File: config.mk
export PLATFORM = sky130hd
export DESIGN_NAME = vc_gated_buffer
export DESIGN_NICKNAME = d
export VERILOG_FILES = /design/src/rtl/vcgb_pkg.sv /design/src/rtl/vcgb_gate_ctrl.sv /design/src/rtl/vcgb_occupancy.sv /design/src/rtl/vcgb_store.sv /design/src/rtl/vc_gated_buffer.sv
export SDC_FILE = /design/constraint.sdc
export NUM_CORES = 1
export LEC_CHECK = 0
export ABC_CLOCK_PERIOD_IN_PS = 3700
export CAP_MARGIN = 20
export CORE_ASPECT_RATIO = 1.1
export CORE_MARGIN = 2
export CORE_UTILIZATION = 50
export CTS_BUF_LIST = sky130_fd_sc_hd__clkbuf_4 sky130_fd_sc_hd__clkbuf_8 sky130_fd_sc_hd__clkbuf_16
export CTS_CLUSTER_DIAMETER = 50
export CTS_CLUSTER_SIZE = 40
export DETAILED_ROUTE_END_ITERATION = 6
export PLACE_DENSITY_LB_ADDON = 0.08
export SETUP_SLACK_MARGIN = 0.1
export SLEW_MARGIN = 20
export SYNTH_ARGS = -nofsm -noshare
export SYNTH_HDL_FRONTEND = slang
export SYNTH_SLANG_ARGS = --single-unit
File: constraint.sdc
create_clock -name clk -period 3.7 [get_ports clk]
set_input_delay 0.74 -clock clk [delete_from_list [all_inputs] [get_ports clk]]
set_output_delay 0.74 -clock clk [all_outputs]
set_load 0.1 [all_outputs]
File: src/rtl/vcgb_pkg.sv
package vcgb_pkg;
    typedef enum logic [1:0] {
        ST_INIT  = 2'd0,
        ST_EMPTY = 2'd1,
        ST_WAIT  = 2'd2,
        ST_FULL  = 2'd3
    } vc_state_e;
endpackage

File: src/rtl/vcgb_gate_ctrl.sv
module vcgb_gate_ctrl
    import vcgb_pkg::*;
#(
    parameter int DEPTH = 4,
    localparam int CNT_W = $clog2(DEPTH + 1)
) (
    input  logic             clk,
    input  logic             rst_n,
    input  logic             wr_valid,
    input  logic             rd_grant,
    input  logic [CNT_W-1:0] count_q,
    output logic             wr_acc,
    output logic             rd_acc,
    output logic             gate_en,
    output logic             full,
    output logic             empty,
    output vc_state_e        state_q
);
    vc_state_e state_d;
    logic near_full, near_empty;

    always_comb begin
        near_full  = (count_q == CNT_W'(DEPTH - 1));
        near_empty = (count_q == CNT_W'(1));
        full    = (state_q == ST_FULL);
        empty   = (state_q == ST_INIT) || (state_q == ST_EMPTY);
        wr_acc  = wr_valid && !full;
        rd_acc  = rd_grant && !empty;
        gate_en = wr_acc || rd_acc;
        state_d = state_q;
        if (wr_acc && !rd_acc)
            state_d = near_full ? ST_FULL : ST_WAIT;
        else if (rd_acc && !wr_acc)
            state_d = near_empty ? ST_EMPTY : ST_WAIT;
    end

    always_ff @(posedge clk or negedge rst_n) begin
        if (!rst_n) state_q <= ST_INIT;
        else        state_q <= state_d;
    end

    assert_full_count_R6: assert property (@(posedge clk) disable iff (!rst_n)
        full |-> (count_q == CNT_W'(DEPTH)));
    assert_empty_count_R6: assert property (@(posedge clk) disable iff (!rst_n)
        empty |-> (count_q == '0));
    assert_init_hold_R2: assert property (@(posedge clk) disable iff (!rst_n)
        (state_q == ST_INIT && !wr_valid) |=> (state_q == ST_INIT));
    assert_gate_off_stable_R8: assert property (@(posedge clk) disable iff (!rst_n)
        !gate_en |=> $stable(count_q));
endmodule

File: src/rtl/vcgb_occupancy.sv
module vcgb_occupancy #(
    parameter int DEPTH = 4,
    localparam int CNT_W = $clog2(DEPTH + 1),
    localparam int PTR_W = (DEPTH > 1) ? $clog2(DEPTH) : 1
) (
    input  logic             clk,
    input  logic             rst_n,
    input  logic             gate_en,
    input  logic             wr_acc,
    input  logic             rd_acc,
    output logic [CNT_W-1:0] count_q,
    output logic [PTR_W-1:0] wr_ptr_q,
    output logic [PTR_W-1:0] rd_ptr_q
);
    typedef struct packed {
        logic [CNT_W-1:0] cnt;
        logic [PTR_W-1:0] wp;
        logic [PTR_W-1:0] rp;
    } occ_t;

    occ_t occ_d, occ_q;

    function automatic logic [PTR_W-1:0] bump(input logic [PTR_W-1:0] p);
        return (p == PTR_W'(DEPTH - 1)) ? '0 : p + PTR_W'(1);
    endfunction

    always_comb begin
        occ_d = occ_q;
        if (wr_acc) occ_d.wp = bump(occ_q.wp);
        if (rd_acc) occ_d.rp = bump(occ_q.rp);
        if (wr_acc && !rd_acc)      occ_d.cnt = occ_q.cnt + CNT_W'(1);
        else if (rd_acc && !wr_acc) occ_d.cnt = occ_q.cnt - CNT_W'(1);
    end

    always_ff @(posedge clk or negedge rst_n) begin
        if (!rst_n)       occ_q <= '0;
        else if (gate_en) occ_q <= occ_d;
    end

    assign count_q  = occ_q.cnt;
    assign wr_ptr_q = occ_q.wp;
    assign rd_ptr_q = occ_q.rp;

    assert_no_overflow_R3: assert property (@(posedge clk) disable iff (!rst_n)
        count_q <= CNT_W'(DEPTH));
    assert_dec_R5: assert property (@(posedge clk) disable iff (!rst_n)
        (rd_acc && !wr_acc) |=> (count_q == $past(count_q) - CNT_W'(1)));
    assert_both_hold_R11: assert property (@(posedge clk) disable iff (!rst_n)
        (rd_acc && wr_acc) |=> $stable(count_q));
endmodule

File: src/rtl/vcgb_store.sv
module vcgb_store #(
    parameter int DATA_W = 16,
    parameter int DEPTH  = 4,
    localparam int PTR_W = (DEPTH > 1) ? $clog2(DEPTH) : 1
) (
    input  logic              clk,
    input  logic              rst_n,
    input  logic              gate_en,
    input  logic              wr_acc,
    input  logic [PTR_W-1:0]  wr_ptr,
    input  logic [DATA_W-1:0] wr_flit,
    input  logic [PTR_W-1:0]  rd_ptr,
    output logic [DATA_W-1:0] rd_flit
);
    logic [DATA_W-1:0] mem_d [DEPTH];
    logic [DATA_W-1:0] mem_q [DEPTH];

    always_comb begin
        for (int i = 0; i < DEPTH; i++) begin
            mem_d[i] = mem_q[i];
            if (wr_acc && wr_ptr == PTR_W'(i)) mem_d[i] = wr_flit;
        end
    end

    always_ff @(posedge clk or negedge rst_n) begin
        if (!rst_n) begin
            for (int i = 0; i < DEPTH; i++) mem_q[i] <= '0;
        end else if (gate_en) begin
            for (int i = 0; i < DEPTH; i++) mem_q[i] <= mem_d[i];
        end
    end

    assign rd_flit = mem_q[rd_ptr];
endmodule

File: src/rtl/vc_gated_buffer.sv
module vc_gated_buffer
    import vcgb_pkg::*;
#(
    parameter int DATA_W = 16,
    parameter int DEPTH  = 4,
    localparam int CNT_W = $clog2(DEPTH + 1),
    localparam int PTR_W = (DEPTH > 1) ? $clog2(DEPTH) : 1
) (
    input  logic              clk,
    input  logic              rst_n,
    input  logic              wr_valid,
    input  logic [DATA_W-1:0] wr_flit,
    input  logic              rd_grant,
    output logic [DATA_W-1:0] rd_flit,
    output logic              full,
    output logic              empty,
    output logic [CNT_W-1:0]  count,
    output logic [1:0]        state,
    output logic              gate_en
);
    logic wr_acc, rd_acc;
    logic [PTR_W-1:0] wr_ptr, rd_ptr;
    vc_state_e st;

    vcgb_gate_ctrl #(.DEPTH(DEPTH)) u_ctrl (
        .clk(clk), .rst_n(rst_n), .wr_valid(wr_valid), .rd_grant(rd_grant),
        .count_q(count), .wr_acc(wr_acc), .rd_acc(rd_acc), .gate_en(gate_en),
        .full(full), .empty(empty), .state_q(st)
    );

    vcgb_occupancy #(.DEPTH(DEPTH)) u_occ (
        .clk(clk), .rst_n(rst_n), .gate_en(gate_en), .wr_acc(wr_acc),
        .rd_acc(rd_acc), .count_q(count), .wr_ptr_q(wr_ptr), .rd_ptr_q(rd_ptr)
    );

    vcgb_store #(.DATA_W(DATA_W), .DEPTH(DEPTH)) u_store (
        .clk(clk), .rst_n(rst_n), .gate_en(gate_en), .wr_acc(wr_acc),
        .wr_ptr(wr_ptr), .wr_flit(wr_flit), .rd_ptr(rd_ptr), .rd_flit(rd_flit)
    );

    assign state = st;

    assert_full_gate_R10: assert property (@(posedge clk) disable iff (!rst_n)
        (full && rd_grant) |-> gate_en);
    assert_idle_gate_R8: assert property (@(posedge clk) disable iff (!rst_n)
        (!wr_valid && !rd_grant) |-> !gate_en);
endmodule

==> impl_metrics.env <==
export IMPL_yosysMostFrequentCell="dfrtp_1"
export IMPL_synthTopCellsByArea="dfrtp_1, mux2_4, mux2_2"
export IMPL_slew_viol_final=0
export IMPL_hpwl_mm=4.01
export IMPL_status="completed"
export IMPL_track_usage_pct=18.1
export IMPL_crit_path_top_delay_cell="dfrtp_1"
export IMPL_tritoncts="yes"
export IMPL_dr_pass1_iters=3
export IMPL_synthArstFlopShare_pct=100
export IMPL_fin_area_um2=4140
export IMPL_holdBufCountCts=0
export IMPL_synth_common_cells="dfrtp_1, mux2_2, mux2_4"
export IMPL_vias_per_cell=5.35
export IMPL_first_global_vias=2064
export IMPL_syn_area_per_cell_um2=16.5
export IMPL_h_tree_depth=3
export IMPL_die_area_um2=7700
export IMPL_end_kind="output pin"
export IMPL_cts_root_buffer="clkbuf_8"
export IMPL_post_cts_resized=0
export IMPL_num_vias=1866
export IMPL_rows=32
export IMPL_grt_overflow=0
export IMPL_clock_latency_ns=0.34
export IMPL_ys_seq_area_share_pct=52.1
export IMPL_crit_buf_inv=2
export IMPL_reg2reg_depth=6
export IMPL_die_h_um=91.8
export IMPL_port_buffers=43
export IMPL_yosysTopAreaCellShare_pct=52.1
export IMPL_path_class="reg -> out"
export IMPL_cap_violations=0
export IMPL_antenna_found_initial=0
export IMPL_synth_edf_count=0
export IMPL_rr_endpoint="u_store.mem_q[57]"
export IMPL_die_w_um=83.8
export IMPL_crit_family="flip-flops"
export IMPL_cpMostUsedCell="buf_4"
export IMPL_ys_warn_count=0
export IMPL_ios=44
export IMPL_critPathMaxStageDelay_ns=0.70
export IMPL_hp_class="in -> async"
export IMPL_synthCells=212
export IMPL_cts_sinks=73
export IMPL_wl_mm=6.16
export IMPL_insertedDiodeCount=0
export IMPL_gp_congestion=0.738
export IMPL_critical_path_cell_chain="buf_4, mux4_2, buf_4"
export IMPL_clk_pin_slew_worst_paths_ns=0.07
export IMPL_worstPathArrival_ns=2.16
export IMPL_fin_crit_sh_pct=78.3
export IMPL_reg2reg_setup_slack_ns=1.60
export IMPL_clockBufferDepth=2
export IMPL_syn_area_um2=3510
export IMPL_initial_core_util_pct=50.9
export IMPL_area_delta_synth_final_pct=18.1
export IMPL_setup_violations=0
export IMPL_ant_nets=0
export IMPL_required_ns=2.96
export IMPL_rsz0062_at_grt="no"
export IMPL_synth_top_flop_cell="dfrtp_1"
export IMPL_wire_per_inst_um=17.6
export IMPL_clock_fmax_mhz=345
export IMPL_drtIter0Drc=52
export IMPL_syn_nets=243
export IMPL_final_net_count=291
export IMPL_grt_first_pass_wirelength_mm=10.6
export IMPL_grt_max_degree=37
export IMPL_hold_viol_final=0
export IMPL_synth_cell_type_count=23
export IMPL_finalCriticalPeriod_ns=2.90
export IMPL_maxSlewHeadroom_pct=34.9
export IMPL_drive_gt1_share_pct=48.1
export IMPL_postCtsSetupBuffers=0
export IMPL_path_max_fanout=11
export IMPL_cp_start_kind="register"
export IMPL_timing_rr_start="u_ctrl.state_q[1]"
export IMPL_drc=0
export IMPL_yosys_area_top_type="dfrtp_1"
export IMPL_worst_slew_pin_transition_ns=0.973
export IMPL_timing_setup_tns_ns=0
export IMPL_cts_made_buffers=9
export IMPL_dpl_cell_area_um2=3940
export IMPL_core_um2=6890
export IMPL_fin_skew_ns=0.0101
export IMPL_yosys_register_bits=73
## layout by cell type, fill, tap and decap left out, drive strengths merged
| cell type | instances |
|---|---|
| a21oi | 3 |
| and2b | 1 |
| buf | 22 |
| bufinv | 1 |
| clkbuf | 12 |
| clkdlybuf4s50 | 24 |
| clkinv | 2 |
| dfrtp | 73 |
| ha | 11 |
| inv | 10 |
| mux2 | 68 |
| mux2i | 1 |
| mux4 | 16 |
| nand2 | 5 |
| nand3 | 5 |
| nor2 | 2 |
| nor3b | 3 |
| o21ai | 3 |
| xnor2 | 1 |
| xor2 | 1 |
## flip-flops by register name (all words and copies together), names as in the netlist
signal          count
u_ctrl.state_q      2
u_occ.count_q       3
u_occ.rd_ptr_q      2
u_occ.wr_ptr_q      2
u_store.mem_q      64
## through the flow
step | utilization, % | hold slack (ns) | std cells | worst slack (ns)
finish | 60.1 | 0.497 | 349 | 0.804
floorplan | - | 0.444 | 212 | 0.943
CTS | 60.1 | 0.506 | 349 | 0.704
global placement | 57.2 | 0.482 | 334 | 0.958
detailed placement | 57.2 | 0.487 | 334 | 0.931
global route | 60.1 | 0.523 | 349 | 0.642
## final cells by class
type | instances | area, µm²
fillers | 551 | 2750
well taps | 85 | 106
multi-input cells | 120 | 1570
repair buffers | 46 | 403
clock buffers | 12 | 159
clock inverters | 3 | 40.0
inverters | 10 | 37.5
flip-flops and latches | 73 | 1830
## worst max-delay path by stage
stage	startpoint	end	slack, ns	cells past startpoint
final	u_occ.rd_ptr_q[0]	rd_flit[13]	0.80	3
after global routing	u_occ.rd_ptr_q[0]	rd_flit[12]	0.64	3
after CTS	u_occ.rd_ptr_q[0]	rd_flit[13]	0.70	3
after detailed placement	wr_valid	u_store.mem_q[63]	0.93	6
after global placement	wr_valid	u_store.mem_q[47]	0.96	6
after floorplan	u_ctrl.state_q[1]	gate_en	0.94	4
## routing by layer
layer / share of wire [%] / up-vias / track usage, %
li1: - / 863 / -
met1: 49 / 959 / 26.3
met2: 45 / 32 / 26.9
met3: 3.0 / 12 / 3.42
met4: 2.1 / 0 / 8.06
met5: 0 / - / 0
## cell families after synthesis
kind of cell | share of synthesized area [%]
muxes | 35.6
and+or+nand+nor | 3.82
adders and majority gates | 3.93
xor gates and xnor gates | 0.500
buffers and inverters | 3.18
AOI/OAI and AO/OA | 0.856
DFF | 52.1
Power is left out: the tool's default activity adds up to more than one toggle a clock period on the data nets, which glitch-free logic cannot reach.
